### config.mk
export PLATFORM = sky130hd
export DESIGN_NAME = spd_util_decoder
export DESIGN_NICKNAME = d
export VERILOG_FILES = /design/src/rtl/spd_util_pkg.sv /design/src/rtl/spd_hdr_decode.sv /design/src/rtl/spd_prot_store.sv /design/src/rtl/spd_xfer_seq.sv /design/src/rtl/spd_util_decoder.sv
export SDC_FILE = /design/constraint.sdc
export NUM_CORES = 1
export LEC_CHECK = 0
export ABC_AREA = 1
export BUFFER_PORTS_ARGS = -buffer_cell sky130_fd_sc_hd__buf_4
export CAP_MARGIN = 5
export CORE_MARGIN = 5
export CORE_UTILIZATION = 50
export DETAILED_ROUTE_END_ITERATION = 10
export MAX_ROUTING_LAYER = met4
export PLACE_DENSITY = 0.74
export SYNTH_ARGS = -nofsm -noshare
export SYNTH_HDL_FRONTEND = slang
export SYNTH_SLANG_ARGS = --single-unit
### constraint.sdc
create_clock -name clk -period 2.6 [get_ports clk]
set_clock_uncertainty 0.2 [all_clocks]
set_input_delay 0.39 -clock clk [delete_from_list [all_inputs] [get_ports clk]]
set_output_delay 0.39 -clock clk [all_outputs]
set_load 0.1 [all_outputs]
### src/rtl/spd_util_pkg.sv
package spd_util_pkg;

  localparam int NUM_BLK = 4;
  localparam int DEV_W   = 3;
  localparam int ARG_W   = $clog2(NUM_BLK);

  typedef enum logic [1:0] {CLS_NONE, CLS_MEM, CLS_UTIL} cls_e;

  typedef enum logic [2:0] {
    OP_BAD, OP_SETP, OP_CLRALL, OP_QRYP, OP_SELB, OP_QRYB
  } op_e;

  typedef enum logic [2:0] {
    ST_IDLE, ST_HDR, ST_ARG1, ST_ARG2, ST_ARMED, ST_MEM, ST_DONE
  } st_e;

  typedef struct packed {
    cls_e             cls;
    op_e              op;
    logic [ARG_W-1:0] arg;
    logic             rd;
    logic [DEV_W-1:0] dev;
  } hdr_t;

  // Header byte -> class, operation and operand (block index or bank).
  function automatic hdr_t decode_hdr(input logic [7:0] b);
    hdr_t h;
    h.cls = CLS_NONE;
    h.op  = OP_BAD;
    h.arg = '0;
    h.rd  = b[0];
    h.dev = b[3:1];
    if (b[7:4] == 4'hA) begin
      h.cls = CLS_MEM;
    end else if (b[7:4] == 4'h6) begin
      h.cls = CLS_UTIL;
      case (b[3:0])
        4'h2: begin h.op = OP_SETP; h.arg = 2'd0; end
        4'h8: begin h.op = OP_SETP; h.arg = 2'd1; end
        4'hA: begin h.op = OP_SETP; h.arg = 2'd2; end
        4'h0: begin h.op = OP_SETP; h.arg = 2'd3; end
        4'h3: begin h.op = OP_QRYP; h.arg = 2'd0; end
        4'h9: begin h.op = OP_QRYP; h.arg = 2'd1; end
        4'hB: begin h.op = OP_QRYP; h.arg = 2'd2; end
        4'h1: begin h.op = OP_QRYP; h.arg = 2'd3; end
        4'h6: h.op = OP_CLRALL;
        4'hC: begin h.op = OP_SELB; h.arg = 2'd0; end
        4'hE: begin h.op = OP_SELB; h.arg = 2'd1; end
        4'hD: h.op = OP_QRYB;
        default: h.op = OP_BAD;
      endcase
    end
    return h;
  endfunction

endpackage

### src/rtl/spd_hdr_decode.sv
module spd_hdr_decode
  import spd_util_pkg::*;
(
  input  logic [7:0] byte_in,
  output hdr_t       hdr_out
);
  always_comb hdr_out = decode_hdr(byte_in);
endmodule

### src/rtl/spd_prot_store.sv
module spd_prot_store
  import spd_util_pkg::*;
#(
  parameter int N_BLK = NUM_BLK,
  localparam int BW   = $clog2(N_BLK)
) (
  input  logic             clk,
  input  logic             rst_n,
  input  logic             commit,
  input  op_e              c_op,
  input  logic [BW-1:0]    c_arg,
  output logic [N_BLK-1:0] flags,
  output logic             bank,
  output logic             wr_start
);
  always_ff @(posedge clk or negedge rst_n) begin
    if (!rst_n) begin
      flags    <= '0;
      bank     <= 1'b0;
      wr_start <= 1'b0;
    end else begin
      wr_start <= 1'b0;
      if (commit) begin
        case (c_op)
          OP_SETP: begin
            flags[c_arg] <= 1'b1;
            wr_start     <= 1'b1;
          end
          OP_CLRALL: begin
            flags    <= '0;
            wr_start <= 1'b1;
          end
          OP_SELB: bank <= c_arg[0];
          default: ;
        endcase
      end
    end
  end
endmodule

### src/rtl/spd_xfer_seq.sv
module spd_xfer_seq
  import spd_util_pkg::*;
#(
  parameter int N_BLK = NUM_BLK,
  parameter int DW    = DEV_W,
  localparam int BW   = $clog2(N_BLK)
) (
  input  logic             clk,
  input  logic             rst_n,
  input  logic [DW-1:0]    dev_strap,
  input  logic             hv_qual,
  input  logic             nv_busy,
  input  logic             ev_start,
  input  logic             ev_stop,
  input  logic             ev_byte,
  input  logic             ev_mnack,
  input  hdr_t             hdr,
  input  logic [N_BLK-1:0] flags,
  input  logic             bank,
  output logic             ack_vld,
  output logic             ack_ok,
  output logic             mem_go,
  output logic             mem_rd,
  output logic             commit,
  output op_e              c_op,
  output logic [BW-1:0]    c_arg,
  output logic             hdr_phase
);
  st_e  st;
  logic hv_ok;

  wire hv_cmd    = (c_op == OP_SETP) || (c_op == OP_CLRALL);
  wire dev_hit   = (hdr.dev == dev_strap);
  wire blk_set   = flags[hdr.arg];

  assign commit    = ev_stop && !ev_start && (st == ST_ARMED);
  assign hdr_phase = (st == ST_HDR);

  always_ff @(posedge clk or negedge rst_n) begin
    if (!rst_n) begin
      st      <= ST_IDLE;
      hv_ok   <= 1'b0;
      c_op    <= OP_BAD;
      c_arg   <= '0;
      ack_vld <= 1'b0;
      ack_ok  <= 1'b0;
      mem_go  <= 1'b0;
      mem_rd  <= 1'b0;
    end else begin
      ack_vld <= 1'b0;
      ack_ok  <= 1'b0;
      mem_go  <= 1'b0;
      if (ev_start) begin
        st <= ST_HDR;
      end else if (ev_stop) begin
        st <= ST_IDLE;
      end else if (ev_byte) begin
        case (st)
          ST_HDR: begin
            ack_vld <= 1'b1;
            c_op    <= hdr.op;
            c_arg   <= hdr.arg;
            hv_ok   <= hv_qual;
            st      <= ST_DONE;
            if (nv_busy) begin
              ack_ok <= 1'b0;
            end else if (hdr.cls == CLS_MEM) begin
              if (dev_hit) begin
                ack_ok <= 1'b1;
                mem_go <= 1'b1;
                mem_rd <= hdr.rd;
                st     <= ST_MEM;
              end
            end else if (hdr.cls == CLS_UTIL) begin
              case (hdr.op)
                OP_SETP: begin
                  ack_ok <= !blk_set;
                  if (!blk_set) st <= ST_ARG1;
                end
                OP_CLRALL, OP_SELB: begin
                  ack_ok <= 1'b1;
                  st     <= ST_ARG1;
                end
                OP_QRYP: ack_ok <= !blk_set;
                OP_QRYB: ack_ok <= !bank;
                default: ack_ok <= 1'b0;
              endcase
            end
          end
          ST_ARG1: begin
            ack_vld <= 1'b1;
            ack_ok  <= 1'b1;
            hv_ok   <= hv_ok && hv_qual;
            st      <= ST_ARG2;
          end
          ST_ARG2: begin
            ack_vld <= 1'b1;
            if (hv_cmd) begin
              ack_ok <= hv_ok && hv_qual;
              st     <= (hv_ok && hv_qual) ? ST_ARMED : ST_DONE;
            end else begin
              ack_ok <= 1'b1;
              st     <= ST_ARMED;
            end
          end
          ST_ARMED, ST_DONE: begin
            ack_vld <= 1'b1;
            ack_ok  <= 1'b0;
            st      <= ST_DONE;
          end
          default: ;
        endcase
      end else if (ev_mnack && st != ST_IDLE && st != ST_MEM) begin
        st <= ST_DONE;
      end
    end
  end
endmodule

### src/rtl/spd_util_decoder.sv
module spd_util_decoder
  import spd_util_pkg::*;
#(
  parameter int N_BLK = NUM_BLK,
  parameter int DW    = DEV_W,
  localparam int BW   = $clog2(N_BLK)
) (
  input  logic             clk,
  input  logic             rst_n,
  input  logic [DW-1:0]    dev_strap,
  input  logic             hv_qual,
  input  logic             nv_busy,
  input  logic             ev_start,
  input  logic             ev_stop,
  input  logic             ev_byte,
  input  logic [7:0]       rx_data,
  input  logic             ev_mnack,
  output logic             ack_vld,
  output logic             ack_ok,
  output logic             mem_go,
  output logic             mem_rd,
  output logic [N_BLK-1:0] prot_flags,
  output logic             bank_act,
  output logic             nv_wr_start
);
  hdr_t          hdr;
  logic          commit;
  op_e           c_op;
  logic [BW-1:0] c_arg;
  logic          hdr_phase;

  spd_hdr_decode u_dec (
    .byte_in (rx_data),
    .hdr_out (hdr)
  );

  spd_xfer_seq #(.N_BLK(N_BLK), .DW(DW)) u_seq (
    .clk       (clk),
    .rst_n     (rst_n),
    .dev_strap (dev_strap),
    .hv_qual   (hv_qual),
    .nv_busy   (nv_busy),
    .ev_start  (ev_start),
    .ev_stop   (ev_stop),
    .ev_byte   (ev_byte),
    .ev_mnack  (ev_mnack),
    .hdr       (hdr),
    .flags     (prot_flags),
    .bank      (bank_act),
    .ack_vld   (ack_vld),
    .ack_ok    (ack_ok),
    .mem_go    (mem_go),
    .mem_rd    (mem_rd),
    .commit    (commit),
    .c_op      (c_op),
    .c_arg     (c_arg),
    .hdr_phase (hdr_phase)
  );

  spd_prot_store #(.N_BLK(N_BLK)) u_store (
    .clk      (clk),
    .rst_n    (rst_n),
    .commit   (commit),
    .c_op     (c_op),
    .c_arg    (c_arg),
    .flags    (prot_flags),
    .bank     (bank_act),
    .wr_start (nv_wr_start)
  );
endmodule

# == Word level (Yosys, flattened, before mapping) ==
# Index checks and enable logic that the tools add are counted.
# word_totals
inputBits,19
wordCells,127
ff_bits,19
# op_classes
reduce_logical,32
magnitude_cmp,3
bitwise,4
muxes,46
n_eq_ne,31
# ops
op,n
equality test 4 bit (second input constant),8
two-way mux 3 bit,9
two-way mux 1 bit,22
equality test 3 x 2 -> 1 bit (second input constant),5
equality test 3 bit (second input constant),5
case mux 3 bit (5 select lines),1
OR reduction 2 bit,7
case mux 3 bit (4 select lines),1
equality test 3 x 1 -> 1 bit (second input constant),3
equality test 4 x 2 -> 1 bit (second input constant),2
equality test 4 x 3 -> 1 bit (second input constant),2
case mux 4 bit (2 select lines),1
AND reduction 4 bit,2
OR reduction 4 bit,2
two-way mux 7 bit,1
!= test 7 x 3 -> 1 bit (second input constant),1
AND reduction 7 bit,1
logical AND 1 bit,6
< comparator 2 x 3 -> 1 bit (second input constant),2
two-way mux 2 bit,3
case mux 1 bit (3 select lines),2
case mux 2 bit (3 select lines),1
case mux 3 bit (2 select lines),1
AND reduction 2 bit,3
20 further kinds,25

# == Longest topological paths before layout ==
# Gate-level depths: netlist of the first run.
# depth
depth_word,16
ltp_mapped,14

# == By module ==
# A second synthesis of the first run with hierarchy kept.
# hier_totals
hier_cells,228
hier_area_um2,1470.2
# modules_own_cells
module,seq_area_each_um2,instances,area_each_um2,cells_per_inst
spd_xfer_seq,325.3,1,935.9,138
spd_prot_store,150.1,1,354.1,53
spd_hdr_decode,0.0,1,180.2,37

# == Worst setup path before layout of the first run ==
# OpenSTA, ideal clock, no wires.
# synth_timing
path_type,flip-flop to flip-flop
from,reg u_store.flags[3]
to,reg u_seq.st[2]
arrival_time_ns,1.528
path_stages_with_launch,11
t_required_ns,2.334
n_path_buf,0
setup_ns,0.066
period_less_slack_ns,1.794
slack_ns,0.806
path_cell_list,dfrtp_1 > inv_1 > nand3_1 > nand2_1 > nand2_1 > nand3_1 > nand2_1 > nand2_1 > nand2_1 > nand2_1 > nand2_1
# synth_via
elab_chain_len,11
# synth_rtl
element,line_no,source
start: declaration,spd_prot_store.sv:12,"output logic [N_BLK-1:0] flags,"
start signal: assignment,spd_prot_store.sv:18,flags <= '0;
start signal: indexed assignment,spd_prot_store.sv:26,flags[c_arg] <= 1'b1;
start signal: assignment,spd_prot_store.sv:30,flags <= '0;
binary-select mux 1 bit (select 2 bit),spd_xfer_seq.sv:34,wire blk_set = flags[hdr.arg];
two-way mux 1 bit (not written as such),spd_xfer_seq.sv:34,
two-way mux 3 bit,spd_xfer_seq.sv:78,if (!blk_set) st <= ST_ARG1;
case mux 3 bit (2 select lines),spd_xfer_seq.sv:75,case (hdr.op)
two-way mux 3 bit,spd_xfer_seq.sv:74,end else if (hdr.cls == CLS_UTIL) begin
two-way mux 3 bit,spd_xfer_seq.sv:67,end else if (hdr.cls == CLS_MEM) begin
two-way mux 3 bit,spd_xfer_seq.sv:65,if (nv_busy) begin
case mux 3 bit (4 select lines),spd_xfer_seq.sv:58,case (st)
two-way mux 3 bit,spd_xfer_seq.sv:57,end else if (ev_byte) begin
two-way mux 3 bit,spd_xfer_seq.sv:55,end else if (ev_stop) begin
two-way mux 3 bit,spd_xfer_seq.sv:53,if (ev_start) begin
end signal: assignment,spd_xfer_seq.sv:100,st <= (hv_ok && hv_qual) ? ST_ARMED : ST_DONE;
end: declaration,spd_xfer_seq.sv:29,st_e st;
# No other way between the ends. The select of a mux whose other input is x is not followed.
# A chain may end at the register's enable or synchronous reset.

# == Final worst setup path of the first run ==
# layout_timing
from,reg u_seq.st[0]
to,reg u_store.flags[0]
# layout_via
elab_chain_len,3
# layout_rtl
element,line_no,source
equality test 3 bit,spd_xfer_seq.sv:36,assign commit = ev_stop && !ev_start && (st == ST_ARMED);
logical AND 1 bit,spd_xfer_seq.sv:36,
AND reduction 2 bit (no source line),-,
# No other way between the ends.

==> results.toml, run 1 <==
[finish]
fin_nets = 222
final_cell_mix = "nand2_1 (39), buf_4 (29), inv_1 (26)"
layout.cells.non_filler = 232
regArea_sq_um = 475
diodes = 0
syn2layout_area_growth_pct = 23.0
design_area_sq_um = 1530
final_common_cell = "nand2_1"
drive_gt1_frac = 0.252
multi_input_area_sq_um = 638
nFillCells = 218

[route]
drtPass1Iterations = 4
route.met2.wl_mm = 1.40
drt-total-wl_mm = 2.93
wire_per_inst_um = 12.6
wl_met3_um = 213
viasPerCell = 5.44
highest_layer = "met4"
drt-initial-drc-count = 48
ant_nets = 0
drt-met1-wl_mm = 1.30
drc = 0
dr_total_vias = 1262

[yosys]
syn_inst = 169
synth_warnings = 0
syn-num-nets = 188
postSynthAreaPerCell_sq_um = 7.34
yosysSeqAreaShare = 0.383
synth_cell_type_count = 29
netlist_area_sq_um = 1240
synth-seq-cells = 19

[setup_path]
crit_required_ns = 2.58
end_kind = "register"
critPathLaunchType = "register"
cp-startpoint = "u_seq.st[0]$_DFFE_PN0P_"
critPathArrivalTime_ns = 1.68
r2r-start = "u_seq.st[0]$_DFFE_PN0P_"
crit_type = "reg -> reg"
cp_max_fo = 4

[outcome]
status = "finished, final reports clean"

[power_and_ir_drop]
pwr-share-comb = 0.295
p_per_area_nw_per_um2 = 457
finalPower_mw = 0.697
swShare = 0.365
p_leak_nw = 0.777
netSwitchingPower_mw = 0.254
power.internal_mw = 0.443
p_seq_frac = 0.488
clkPwrFrac = 0.217
irDropWorstVdd_mv = 0.284

[timing]
hold_viol_final = 0
finalCritPeriodShare = 0.653
setup_violations = 0
worst_slew_pin_slew_ns = 0.399
rsz0062_at_grt = "false"
slew_headroom = 0.732
fin_ws_ns = 0.903
drv_slew = 0
min_period_ns = 1.70
finalSetupTns_ns = 0
fmax_ghz = 0.589

[clocking]
cts.htree.levels = 1
clock_path_buffers = 2
clk-insertion-delay-late_ns = 0.30
root_buffer = "clkbuf_4"
cts_resized = 0
holdBufCountCts = 1
cts_tree = "built"
numCtsBuffers = 3
post_cts_buffers = 0
cts_sinks = 19
clk_pin_slew_ns = 0.11

[placement]
dp.cells = 227
preCtsSetupSlack_ns = 0.701
io_buffer_count = 28
place.gp.congestion = 0.866
hpwl_mm = 2.38
placed_area_sq_um = 1490

[min_path]
min-delay-start = "hv_qual"
hp-class = "in -> reg"

[flow_run]
cap_violations = 0

[grt]
grt.total_usage = 0.187
antenna_found_initial = 0
grt_pass1_vias = 1200
grt_max_degree = 20
grt_pass1_wl_mm = 4.99
gr-total-overflow = 0

[floorplan]
core_sq_um = 2430
die_height_um = 59.8
io-pin-count = 29
start_util = 0.510
rows = 18
die_area_sq_um = 3580
die_x_um = 59.8
area by class of cell:
cell class | count | share of cell area
clock buffer | 3 | 0.0148
timing repair buffer | 30 | 0.149
inverter | 31 | 0.0779
tap | 30 | 0.0246
sequential | 19 | 0.312
multi-input combinational | 118 | 0.418
clock inverter | 1 | 0.00328
final timing paths:
| check | to | slack [ns] | cells after the start |
|---|---|---|---|
| hold / removal | u_seq.hv_ok$_DFFE_PN0P_ | 0.12 | 3 |
| max in group asynchronous | u_seq.c_op[2]$_DFFE_PN0P_ | 1.71 | 2 |
| min in group asynchronous | u_seq.c_arg[1]$_DFFE_PN0P_ | 0.28 | 2 |
| setup reg to reg | u_store.flags[0]$_DFFE_PN0P_ | 0.90 | 6 |
| setup / recovery | u_store.flags[0]$_DFFE_PN0P_ | 0.90 | 6 |
| hold reg to reg | u_seq.c_op[1]$_DFFE_PN0P_ | 0.34 | 2 |
synth_stat cells:
library cell	count	share of area
nand3_1	21	0.085
o21ai_0	9	0.036
xor2_1	1	0.0071
o21ai_1	2	0.0081
nand2_1	39	0.12
xnor2_1	1	0.0071
a22oi_1	1	0.0061
nand4_1	3	0.015
inv_2	4	0.012
nor3_1	6	0.024
or2_1	1	0.0050
o2111ai_1	1	0.0071
nand2_2	1	0.0050
inv_1	26	0.079
nor2_1	9	0.027
buf_4	1	0.0061
nand3_2	1	0.0081
nor2_2	1	0.0050
a21oi_1	8	0.032
nor2_8	2	0.032
or2_4	1	0.0071
nor3_2	2	0.016
nor4_2	2	0.020
o211ai_1	2	0.012
inv_4	1	0.0050
nor2_4	2	0.018
dfrtp_1	19	0.38
o22ai_1	1	0.0050
a21oi_2	1	0.0071
routing by layer:
metal / up-vias / GRT usage
met3: 4 / 0.0281
met1: 582 / 0.245
li1: 623 / -
met5: - / -
met2: 53 / 0.302
met4: 0 / 0.0475
critical path, stage by stage (launching register included):
cell	delay, ns
dfrtp_1	0.42
inv_2	0.09
nand2_1	0.11
nor4_2	0.22
inv_1	0.14
nor4_2	0.31
a21oi_1	0.08
power groups by stage:
stage	clock network, mW	logic, mW	registers (mW)
after floorplan	0	0.0982	0.383
after global placement	0	0.199	0.345
after detailed placement	0	0.204	0.346
after CTS	0.152	0.206	0.340
after global routing	0.165	0.226	0.344
final	0.151	0.206	0.340
flip-flops by register name, summed over array words and instances, names as in the netlist:
| signal | cells |
|---|---|
| u_seq.hv_ok | 1 |
| u_store.wr_start | 1 |
| u_store.bank | 1 |
| u_seq.mem_rd | 1 |
| u_seq.st | 3 |
| u_store.flags | 4 |
| u_seq.c_arg | 2 |
| u_seq.c_op | 3 |
| u_seq.mem_go | 1 |
| u_seq.ack_vld | 1 |
| u_seq.ack_ok | 1 |
through the flow:
step	hold WS, ns	util
detailed placement	0.0756	0.612
floorplan	-0.106	-
global route	0.132	0.627
finish	0.118	0.627
CTS	0.127	0.627
global placement	0.0720	0.612
logic make-up after synthesis:
logic type                count (synthesis)  synth area share
DFF                                      19             0.383
AOI/OAI and AO/OA                        25             0.114
and+or+nand+nor                          91             0.386
buffers and inverters                    32             0.102
xor gates and xnor gates                  2            0.0141
(Power assumes the default switching activity.)
==> inputs of run 2 (changes only) <==
clock period = 1.6 ns   (was 2.6 ns; I/O delays follow)
==> results.toml, run 2 (synthesis gave the netlist of run 1 again) <==
[outcome]
status = "complete, but fails checks"
violations = "setup timing"

[setup_path]
critPathArrivalTime_ns = 1.67
r2r-start = "u_seq.st[2]$_DFFE_PN0P_"
cp_max_fo = 7
critPathLaunchType = "register"
crit_type = "reg -> reg"
regToRegEndpoint = "u_seq.mem_rd$_DFFE_PN0P_"
end_kind = "register"
r2r_cells = 8
reg2reg_setup_slack_ns = -0.03
crit_required_ns = 1.65

[timing]
worst_slew_pin_slew_ns = 0.366
min_period_ns = 1.63
finalCritPeriodShare = 1.02
hold_viol_final = 0
setup_violations = 5
finalSetupTns_ns = -0.0660
drv_slew = 0
fin_ws_ns = -0.0252
fmax_ghz = 0.615
slew_headroom = 0.754
rsz0062_at_grt = "true"

[placement]
place.gp.congestion = 0.947
hpwl_mm = 2.55
io_buffer_count = 28
preCtsSetupSlack_ns = -0.125
placed_area_sq_um = 1610

[floorplan]
die_x_um = 59.8
core_sq_um = 2430
rows = 18
die_area_sq_um = 3580
start_util = 0.510
die_height_um = 59.8
io-pin-count = 29

[clocking]
cts.htree.levels = 1
root_buffer = "clkbuf_4"
cts_sinks = 19
cts_tree = "built"
clock_path_buffers = 2
clk-insertion-delay-late_ns = 0.31
clk_pin_slew_ns = 0.12
numCtsBuffers = 3

[grt]
grt_pass1_wl_mm = 5.06
grt_max_degree = 20
gr-total-overflow = 0
grt.total_usage = 0.189
antenna_found_initial = 0
grt_pass1_vias = 1214

[finish]
drive_gt1_frac = 0.406
final_common_cell = "buf_4"
fin_nets = 244
nFillCells = 196
design_area_sq_um = 1780
largestRegisters = "u_store.flags x4, u_seq.c_op x3, u_seq.st x3"
final_cell_mix = "buf_4 (47), nand2_1 (34), inv_1 (22)"
syn2layout_area_growth_pct = 43.7
diodes = 0
largest_register_ff_count = 4
regMostFlops = "u_store.flags"

[route]
drt-total-wl_mm = 3.38
drtPass1Iterations = 4
dr_total_vias = 1317
drc = 0
viasPerCell = 5.19
wire_per_inst_um = 13.3
ant_nets = 0
drt-initial-drc-count = 36

[power_and_ir_drop]
irDropWorstVdd_mv = 0.626
p_per_area_nw_per_um2 = 709
p_leak_nw = 0.890

[min_path]
holdPathEnd = "u_seq.st[1]$_DFFE_PN0P_"
hp-class = "in -> reg"
holdPathStages = 4
min-delay-start = "ev_stop"

[flow_run]
cap_violations = 0
## run 2: cell types whose count changed in the layout (fill, tap and decap cells not counted), moves of 3 or more
cell / change
dfrtp_2: +6
inv_1: -4
nand2_2: +5
buf_4: +18
inv_2: +3
dfrtp_1: -6
nand2_1: -5
## run 2: where the power goes
part	leakage, nW	internal, mW	switching [mW]
Sequential	0.236	0.520	0.0381
Combinational	0.636	0.174	0.268
Clock	0.0177	0.0933	0.170
Total	0.890	0.787	0.475
## run 2: area by class of cell
type                            instances  area [sq um]  share of cell area
Multi-Input combinational cell        118           707               0.397
Clock buffer                            3          22.5              0.0126
Sequential cell                        19           483               0.271
Inverter                               31           121              0.0681
Clock inverter                          1          5.00             0.00281
Tap cell                               30          37.5              0.0211
Timing Repair Buffer                   52           405               0.228
## run 2: timing repair
action | CTS | global route
pin swaps | 2 | 9
buffers inserted | 0 | 4
hold endpoints to repair | 21 | 0
hold buffers | 3 | 0
endpoints found under the setup margin | 7 | 11
resized for setup | 9 | 15
## run 2: critical path, stage by stage (launching register included)
cell and delay [ns]:
dfrtp_1 0.46, or2_4 0.31, nor2_4 0.14, inv_4 0.06, nor2_8 0.09, inv_4 0.07
nor2_8 0.10, nor2_2 0.04, a21oi_2 0.09
## run 2: worst max-delay path by stage
stage | startpoint | to | cells after the start | slack, ns
after floorplan | u_seq.st[2]$_DFFE_PN0P_ | u_seq.mem_rd$_DFFE_PN0P_ | 8 | 0.07
after global placement | rx_data[4] | u_seq.st[0]$_DFFE_PN0P_ | 9 | -0.12
after detailed placement | rx_data[4] | u_seq.st[0]$_DFFE_PN0P_ | 9 | -0.13
after CTS | u_seq.st[1]$_DFFE_PN0P_ | u_store.flags[1]$_DFFE_PN0P_ | 5 | -0.02
after global routing | u_seq.st[2]$_DFFE_PN0P_ | u_seq.mem_rd$_DFFE_PN0P_ | 8 | -0.08
final | u_seq.st[2]$_DFFE_PN0P_ | u_seq.mem_rd$_DFFE_PN0P_ | 8 | -0.03
## run 2: metrics by stage
| stage | power [mW] | std cells | utilization | hold WS [ns] |
|---|---|---|---|---|
| 2_1_floorplan | 0.784 | 169 | - | -0.256 |
| 3_3_place_gp | 0.928 | 243 | 0.664 | -0.0764 |
| 3_5_place_dp | 0.937 | 243 | 0.664 | -0.0724 |
| 4_1_cts | 1.21 | 250 | 0.703 | 0.0178 |
| 5_1_grt | 1.32 | 254 | 0.733 | 0.0237 |
| 6_report | 1.26 | 254 | 0.733 | 0.0102 |
## run 2: per-layer routing
metal / routed length (um) / share of wire / up-vias / track usage
li1: - / - / 662 / -
met1: 1370 / 0.41 / 610 / 0.209
met2: 1810 / 0.53 / 37 / 0.344
met3: 140 / 0.041 / 8 / 0.0281
met4: 58 / 0.017 / 0 / 0.0570
met5: 0 / 0 / - / -
